File: src/rtl/stepcmd_pkg.sv
// Shared widths and the per-bridge field type for the serial command loader.
// Assumes a fixed frame of address-over-payload with two bridges per motor.
package stepcmd_pkg;
    localparam int FRAME_W  = 16;
    localparam int ADDR_W   = 4;
    localparam int PAY_W    = FRAME_W - ADDR_W;
    localparam int MOTORS   = 2;
    localparam int BPM      = 2;
    localparam int NBR      = MOTORS * BPM;
    localparam int CUR_W    = 3;
    localparam int FIELD_W  = CUR_W + 3;

    // Bit order matches the payload field: en at bit 0, decay at the top.
    typedef struct packed {
        logic             decay;
        logic [CUR_W-1:0] cur;
        logic             phase;
        logic             en;
    } bridge_cfg_t;
endpackage

File: src/rtl/stepcmd_sync.sv
// Multi-stage synchronizer for a bundle of asynchronous level inputs.
// Assumes each input level is held much longer than STAGES clock cycles.
module stepcmd_sync #(
    parameter int WIDTH  = 4,
    parameter int STAGES = 2
) (
    input  logic             clk,
    input  logic             rst_n,
    input  logic [WIDTH-1:0] d_i,
    output logic [WIDTH-1:0] q_o
);
    logic [STAGES-1:0][WIDTH-1:0] pipe;

    // Shift the inputs through STAGES flops, clearing on reset.
    always_ff @(posedge clk) begin
        if (!rst_n) begin
            pipe <= '0;
        end else begin
            pipe[0] <= d_i;
            for (int k = 1; k < STAGES; k++) begin
                pipe[k] <= pipe[k-1];
            end
        end
    end

    assign q_o = pipe[STAGES-1];
endmodule

File: src/rtl/stepcmd_shifter.sv
// Holding shift register, bit counter and commit pulse generator.
// Assumes synchronized inputs; a commit pulse is raised one cycle after the
// strobe rises or after the FRAME_W-th bit while the strobe is held high.
module stepcmd_shifter #(
    parameter int FRAME_W = 16
) (
    input  logic               clk,
    input  logic               rst_n,
    input  logic               sclk_s,
    input  logic               sdata_s,
    input  logic               cs_s,
    input  logic               strobe_s,
    output logic [FRAME_W-1:0] word_o,
    output logic               commit_o
);
    localparam int CNT_W = $clog2(FRAME_W + 2);
    localparam logic [CNT_W-1:0] CNT_LAST = CNT_W'(FRAME_W - 1);
    localparam logic [CNT_W-1:0] CNT_SAT  = CNT_W'(FRAME_W + 1);

    logic               sclk_q;
    logic               strobe_q;
    logic [FRAME_W-1:0] shreg;
    logic [CNT_W-1:0]   cnt;
    logic               commit_q;
    logic               shift_en;
    logic               strobe_rise;
    logic               auto_hit;

    // Remember last synchronized levels for edge detection.
    always_ff @(posedge clk) begin
        if (!rst_n) begin
            sclk_q   <= 1'b0;
            strobe_q <= 1'b0;
        end else begin
            sclk_q   <= sclk_s;
            strobe_q <= strobe_s;
        end
    end

    assign shift_en    = sclk_s && !sclk_q && cs_s;
    assign strobe_rise = strobe_s && !strobe_q;
    assign auto_hit    = shift_en && strobe_s && (cnt == CNT_LAST);

    // Shift new bits in at the top so the oldest bit settles at bit 0.
    always_ff @(posedge clk) begin
        if (!rst_n) begin
            shreg <= '0;
        end else if (shift_en) begin
            shreg <= {sdata_s, shreg[FRAME_W-1:1]};
        end
    end

    // Count bits since select, saturating past the frame length.
    always_ff @(posedge clk) begin
        if (!rst_n || !cs_s) begin
            cnt <= '0;
        end else if (shift_en && cnt != CNT_SAT) begin
            cnt <= cnt + 1'b1;
        end
    end

    // Register the commit request so it aligns with the updated holding word.
    always_ff @(posedge clk) begin
        if (!rst_n) begin
            commit_q <= 1'b0;
        end else begin
            commit_q <= strobe_rise || auto_hit;
        end
    end

    assign word_o   = shreg;
    assign commit_o = commit_q;

    AST_NO_SHIFT_DESELECTED: assert property (@(posedge clk) disable iff (!rst_n)
        !cs_s |=> $stable(shreg));
    AST_LSB_FIRST_ORDER: assert property (@(posedge clk) disable iff (!rst_n)
        shift_en |=> (shreg[FRAME_W-1] == $past(sdata_s)) &&
                     (shreg[FRAME_W-2:0] == $past(shreg[FRAME_W-1:1])));
    AST_COUNT_CLEARED: assert property (@(posedge clk) disable iff (!rst_n)
        !cs_s |=> (cnt == '0));
    AST_NO_AUTO_LATE: assert property (@(posedge clk) disable iff (!rst_n)
        (shift_en && strobe_s && strobe_q && cnt != CNT_LAST) |=> !commit_o);
endmodule

File: src/rtl/stepcmd_regbank.sv
// Control registers, one per motor, loaded from the holding word on commit.
// Assumes the address sits in the top ADDR_W bits; unknown addresses are dropped.
module stepcmd_regbank #(
    parameter int FRAME_W = 16,
    parameter int ADDR_W  = 4,
    parameter int MOTORS  = 2
) (
    input  logic                                     clk,
    input  logic                                     rst_n,
    input  logic                                     commit_i,
    input  logic [FRAME_W-1:0]                       word_i,
    output logic [MOTORS-1:0][FRAME_W-ADDR_W-1:0]    ctrl_o
);
    localparam int PAY_W = FRAME_W - ADDR_W;

    logic [ADDR_W-1:0]                 addr;
    logic [PAY_W-1:0]                  payload;
    logic [MOTORS-1:0][PAY_W-1:0]      ctrl_q;
    logic                              addr_known;

    assign addr       = word_i[FRAME_W-1 -: ADDR_W];
    assign payload    = word_i[PAY_W-1:0];
    assign addr_known = (addr < ADDR_W'(MOTORS));

    for (genvar m = 0; m < MOTORS; m++) begin : g_motor
        // Load this motor's register when the commit targets its address.
        always_ff @(posedge clk) begin
            if (!rst_n) begin
                ctrl_q[m] <= '0;
            end else if (commit_i && addr == ADDR_W'(m)) begin
                ctrl_q[m] <= payload;
            end
        end

        AST_WRITE_TARGET: assert property (@(posedge clk) disable iff (!rst_n)
            (commit_i && addr == ADDR_W'(m)) |=> (ctrl_q[m] == $past(payload)));
    end

    assign ctrl_o = ctrl_q;

    AST_HOLD_WITHOUT_COMMIT: assert property (@(posedge clk) disable iff (!rst_n)
        !commit_i |=> $stable(ctrl_q));
    AST_UNKNOWN_ADDR_DROPPED: assert property (@(posedge clk) disable iff (!rst_n)
        (commit_i && !addr_known) |=> $stable(ctrl_q));
endmodule

File: src/rtl/stepcmd_serial_if.sv
// Top of the serial command loader: synchronizes the serial pins, assembles
// frames, commits them to per-motor registers and decodes per-bridge fields.
// Assumes serial pin levels last several system clocks each.
module stepcmd_serial_if
    import stepcmd_pkg::*;
#(
    parameter int SYNC_STAGES = 2
) (
    input  logic                 clk,
    input  logic                 rst_n,
    input  logic                 sclk_i,
    input  logic                 sdata_i,
    input  logic                 cs_i,
    input  logic                 strobe_i,
    output logic [NBR-1:0]       bridge_en_o,
    output logic [NBR-1:0]       bridge_phase_o,
    output logic [NBR*CUR_W-1:0] bridge_cur_o,
    output logic [NBR-1:0]       bridge_decay_o
);
    logic [3:0]                  pins_s;
    logic [FRAME_W-1:0]          word;
    logic                        commit;
    logic [MOTORS-1:0][PAY_W-1:0] ctrl;

    stepcmd_sync #(.WIDTH(4), .STAGES(SYNC_STAGES)) u_sync (
        .clk   (clk),
        .rst_n (rst_n),
        .d_i   ({strobe_i, cs_i, sdata_i, sclk_i}),
        .q_o   (pins_s)
    );

    stepcmd_shifter #(.FRAME_W(FRAME_W)) u_shift (
        .clk      (clk),
        .rst_n    (rst_n),
        .sclk_s   (pins_s[0]),
        .sdata_s  (pins_s[1]),
        .cs_s     (pins_s[2]),
        .strobe_s (pins_s[3]),
        .word_o   (word),
        .commit_o (commit)
    );

    stepcmd_regbank #(.FRAME_W(FRAME_W), .ADDR_W(ADDR_W), .MOTORS(MOTORS)) u_regs (
        .clk      (clk),
        .rst_n    (rst_n),
        .commit_i (commit),
        .word_i   (word),
        .ctrl_o   (ctrl)
    );

    for (genvar b = 0; b < NBR; b++) begin : g_bridge
        localparam int MOT = b / BPM;
        localparam int OFS = (b % BPM) * FIELD_W;
        bridge_cfg_t cfg;
        assign cfg = ctrl[MOT][OFS +: FIELD_W];
        assign bridge_en_o[b]              = cfg.en;
        assign bridge_phase_o[b]           = cfg.phase;
        assign bridge_cur_o[b*CUR_W +: CUR_W] = cfg.cur;
        assign bridge_decay_o[b]           = cfg.decay;
    end

    AST_RESET_CLEARS_ALL: assert property (@(posedge clk)
        !rst_n |=> (bridge_en_o == '0 && bridge_phase_o == '0 &&
                    bridge_cur_o == '0 && bridge_decay_o == '0));
endmodule

File: config.mk
export PLATFORM = sky130hd
export DESIGN_NAME = stepcmd_serial_if
export DESIGN_NICKNAME = d
export VERILOG_FILES = /design/src/rtl/stepcmd_pkg.sv /design/src/rtl/stepcmd_sync.sv /design/src/rtl/stepcmd_shifter.sv /design/src/rtl/stepcmd_regbank.sv /design/src/rtl/stepcmd_serial_if.sv
export SDC_FILE = /design/constraint.sdc
export NUM_CORES = 1
export LEC_CHECK = 0
export CORE_ASPECT_RATIO = 0.7
export CORE_UTILIZATION = 38
export DETAILED_ROUTE_END_ITERATION = 10
export GPL_TIMING_DRIVEN = 0
export PLACE_DENSITY = 0.71
export SYNTH_ARGS = -nofsm -noshare
export SYNTH_HDL_FRONTEND = slang
export SYNTH_SLANG_ARGS = --single-unit
File: constraint.sdc
create_clock -name clk -period 2.5 [get_ports clk]
set_clock_uncertainty 0.05 [all_clocks]
set_input_delay 0.5 -clock clk [delete_from_list [all_inputs] [get_ports clk]]
set_output_delay 0.5 -clock clk [all_outputs]
set_load 0.02 [all_outputs]
Word level (Yosys, flattened, before mapping)
Cells that the tools add are included.
- flip-flop bits (word level): 56
- input bits: 6
- output and inout bits: 24
- word-level logic and storage cells: 28
- add/sub/neg operators: 1
- equal/unequal tests: 3
- reduce and logical (&&, ||, !) cells: 15
- operators by type and width (cell ; number):
    $logic_and A1 B1 Y1 ; 8
    $add A5 B1 Y5 const B ; 1
    $eq A5 B4 Y1 const B ; 1
    $ne A5 B5 Y1 const B ; 1
    $eq A4 B1 Y1 const B ; 1
    $logic_not A1 Y1 ; 4
    $logic_not A4 Y1 ; 1
    $logic_or A1 B1 Y1 ; 2

Depth between registers and ports, before layout
- depth in word-level cells: 6
- gate-level depth with buffers: 5
- depth with buffers taken out: 5

Hierarchy
From an unflattened synthesis, not the netlist that was laid out.
- cell total of the unflattened synthesis: 221
- area, all modules: 2128.3 µm²
- by module, submodules not included (module ; times used ; cells an instance ; area each (µm²) ; seq. area each (µm²)):
    stepcmd_shifter ; 1 ; 107 ; 949.7 ; 480.5
    stepcmd_regbank ; 1 ; 94 ; 938.4 ; 480.5
    stepcmd_sync ; 1 ; 20 ; 240.2 ; 160.2

Least setup slack after synthesis
OpenSTA, ideal clock, no wires.
- path kind: input -> register
- start point: in rst_n
- end point: reg u_shift.cnt[1]
- library setup time: 87 ps
- data arrival time: 1260 ps
- required time: 2363 ps
- slack: 1103 ps
- cell stages on the path: 4
- buffers on the path: 1
- cell sequence: buf_4 nand2_2 or4_1 o31ai_1
- word-level cells in the longest chain between the ends: 2
- RTL lines (item ; line ; RTL):
    start: declaration ; stepcmd_serial_if.sv:10 ; input logic rst_n,
    $logic_not A1 Y1 ; -- ;
    $logic_or A1 B1 Y1 ; stepcmd_shifter.sv:55 ; if (!rst_n || !cs_s) begin
    end signal: assignment ; stepcmd_shifter.sv:58 ; cnt <= cnt + 1'b1;
    end: declaration ; stepcmd_shifter.sv:23 ; logic [CNT_W-1:0] cnt;
No other way between the ends.
A chain may end at the register's enable or synchronous reset.

Worst setup path in the final report
- start point: reg u_regs.ctrl_q, in the netlist u_regs.ctrl_o[23]
- end point: out bridge_decay_o[3]
- RTL lines (item ; line ; RTL):
    start: declaration ; stepcmd_regbank.sv:18 ; logic [MOTORS-1:0][PAY_W-1:0] ctrl_q;
    start signal: indexed assignment ; stepcmd_regbank.sv:31 ; ctrl_q[m] <= payload;
    end: declaration ; stepcmd_serial_if.sv:18 ; output logic [NBR-1:0] bridge_decay_o
No word-level cell between the ends.

==> parameters.txt <==
Parameter                              Value

Logic synthesis
  Top cells by area in the synthesized netlist ... dfxtp_1, nand2_1, mux2i_1, a21boi_1, and2_1
  Proportion of synthesized chip area in sequential cells ... ~53%
  Number of flops mapped to enable cells by yosys ... 0
  Share of Yosys cell area claimed by the top area cell type ... a little over half
  Average footprint of a synthesized cell ... about 10 um2
  Mapped Nets ... 226
  Flip-flop and latch count after synthesis ... 56
  Most area-hungry cell type in the Yosys netlist ... dfxtp_1
  Most common flop cell mapped by yosys ... dfxtp_1
  Cell types with the highest counts after synthesis ... nand2_1, dfxtp_1, mux2i_1
  Yosys synthesis warning count ... 0
  Number of different library cells in the post-synthesis netlist ... 30
  Synthesized area ... roughly 2100 um2
  Share of synthesized registers carrying an async set or reset ... 0%
  Leading cell type by number of instances after synthesis ... nand2_1
  Post-Syn Instances ... about 220

Clocking
  Gates resized, CTS repair ... 0
  Maximum level of the CTS H-tree ... 2
  Clock sink count ... 56
  Root Driver ... clkbuf_8
  Clock edge transition at the registers on the reported setup and hold paths ... around 0.090 ns
  Post-CTS Setup Repair Bufs ... 0
  CTS Hold Bufs ... 0
  Cts bufs inserted ... 5
  Max Buffers Root-to-Sink ... 2
  CTS tree ... done
  Clock latency at the later pin of the worst-skew pair ... roughly 0.3 ns

Power and ir drop
  Lkg Pwr ... 0.939 nW
  Switching Power ... roughly 0.30 mW
  Proportion of total power due to net switching ... between 20% and 30%
  Portion of total power attributed to combinational logic ... ~3.2%
  Internal power ... 1.11 mW
  Total Power Consumption ... ~1.4 mW
  Relative contribution of the clock network to total power ... between 30% and 40%
  Proportion of power drawn by flip-flops and latches ... between 60% and 70%
  PwrDens ... between 500 and 600 nW/um2
  Worst vdd ir ... ~0.38 mV

Timing
  Unrepaired setup endpoints after global routing ... false
  Highest clock frequency the design can meet ... around 0.55 GHz
  Shortest period the worst path allows ... about 1.8 ns
  Headroom to the max-slew limit ... 64.2%
  Count of endpoints failing hold in the final timing report ... 0
  Final count of negative-setup-slack endpoints ... 0
  Setup TNS ... 0 ns
  Slew at the pin closest to its max-slew limit ... 0.537 ns
  Final period utilization ... between 70 and 80%
  Pins over their slew limit ... 0

Floorplan
  Core footprint ... 5290 um2
  Ports placed on the boundary ... 30
  Die width ... roughly 91 um
  Number of placement rows ... 22
  Die Footprint ... between 5000 and 6000 um2
  Initial standard-cell utilization of the core ... between 30% and 40%
  Chip height ... between 60 and 70 um

Routing
  Overall via count from detail_route ... about 1500
  Violation count after the first detailed-routing iteration ... 67
  Routed wire length per instance ... 11.4 um
  Count of antenna-violating nets left after detailed routing ... 0
  Aggregate routed wire length ... between 3 and 4 mm
  DRC Markers ... 0
  Iteration count of the initial detailed-routing pass ... 4
  Per-cell via count in the routed design ... roughly 4.6

Run
  Number of max-cap violations ... 0

Place
  Routability congestion estimate from global placement ... slightly above 0.7
  Count of buffers from port buffering ... 28
  Detailed placer's ending HPWL ... between 2 and 3 mm

Cells and area
  Final Core Density ... 48.5%
  Area added between synthesis and finish ... 21.4%
  Antenna Cells ... 0
  Nets@finish ... ~260
  Ratio of cells with drive above 1 in the final layout ... between 6 and 7%

Setup path
  Data arrival time of the critical path ... 1.27 ns
  Sum of buffers and inverters on the critical path ... 1
  Worst Setup Path Type ... flop to primary output
  Required time reported for the critical path endpoint ... slightly below 2 ns
  Longest individual stage delay on the worst path ... a little over 0.6 ns
  Worst setup EP type ... primary output
  Cell with the largest stage delay on the worst path ... clkdlybuf4s50_1
  CP Launch Type ... flop
  Ordered cell list for the critical path ... clkdlybuf4s50_1
  Crit Path Max Fanout ... 2
  Cell type group with the largest total delay on the critical path ... buffers and inverters
  Flop2flop setup slack ... 1.06 ns

Status
  Result of the run ... finished, final reports clean

GRT
  Largest net degree at the start of global routing ... 17
  Via count of the first global-routing pass ... about 1400
  Total grt overflow ... 0
  Global routing usage summed across all routing layers ... approximately 14%
  First-pass GRT wire length ... about 6.5 mm
  Number of antenna violations at the first check in global routing ... 0

Hold path
  Path type of the worst min-delay path ... flop to flop
-- layout make-up --
class                   count  area, um2
flip-flops and latches     56       1120
inverters                   2       7.51
fillers                   509       2720
repair buffers             28        280
clock inverters             2       12.5
multi-input cells         146        901
plain buffers              13       80.1
well taps                  72       90.1
clock buffers               5       68.8
-- layout by cell type, fill, tap and decap left out, types with 3 or more instances in the layout --
cell	instances
a21boi_0	7
mux2i_1	24
dfxtp_1	56
and2_1	11
clkbuf_1	7
buf_2	3
ha_1	3
nand2_1	70
clkbuf_8	5
a21boi_1	10
clkdlybuf4s50_1	28
-- per-stage QoR --
step / instances / setup slack, ns / hold WS (ns) / instance area (um2)
after global placement: 317 / 1.00 / 0.356 / 2480
after CTS: 324 / 0.667 / 0.389 / 2560
after detailed placement: 317 / 1.00 / 0.370 / 2480
after floorplan: 217 / 1.10 / 0.343 / 2110
after global routing: 324 / 0.629 / 0.398 / 2560
final: 324 / 0.681 / 0.378 / 2560
-- layer usage --
layer	track usage, %	up-vias	share of wire (%)
met5	0	-	0
met2	21.5	24	43
met1	18.9	698	53
li1	-	780	-
met3	3.93	4	3.4
met4	6.35	0	1.0
-- registers in the layout, indices dropped and copies added, names as in the netlist --
| name | flops |
|---|---|
| u_sync.q_o | 4 |
| u_shift.word_o | 16 |
| u_shift.commit_o | 1 |
| u_shift.sclk_q | 1 |
| u_sync.pipe | 4 |
| u_shift.strobe_q | 1 |
| u_shift.cnt | 5 |
| u_regs.ctrl_o | 24 |
-- cells by family (layout without fill, tap and decap cells) --
kind of cell / count (synthesis) / in the layout / share of synthesized area [%]
AND/OR/NAND/NOR: 95 / 95 / 21.3
AO/OA/AOI/OAI: 24 / 24 / 8.24
multiplexers: 24 / 24 / 11.4
buffers and inverters: 15 / 50 / 4.15
flip-flops: 56 / 56 / 53.1
adder cells (fa/ha/maj): 3 / 3 / 1.78
-- power groups by stage --
stage	registers [mW]	clock network [mW]	logic, mW
6_report	0.901	0.459	0.0444
5_1_grt	0.902	0.522	0.0490
4_1_cts	0.901	0.479	0.0457
3_5_place_dp	0.922	0	0.0455
3_3_place_gp	0.921	0	0.0446
2_1_floorplan	0.921	0	0.0303
-- worst paths after layout --
path              cells after the start                          end                           start
setup / recovery                      1            bridge_decay_o[3]  u_regs.ctrl_o[23]$_SDFFE_PN0P_
hold / removal                        1  u_shift.commit_o$_SDFF_PN0_     u_shift.strobe_q$_SDFF_PN0_
setup reg to reg                      4  u_shift.cnt[4]$_SDFFE_PP0P_     u_shift.cnt[0]$_SDFFE_PP0P_
hold reg to reg                       1  u_shift.commit_o$_SDFF_PN0_     u_shift.strobe_q$_SDFF_PN0_
No activity file was read; power rests on OpenSTA's default activity.
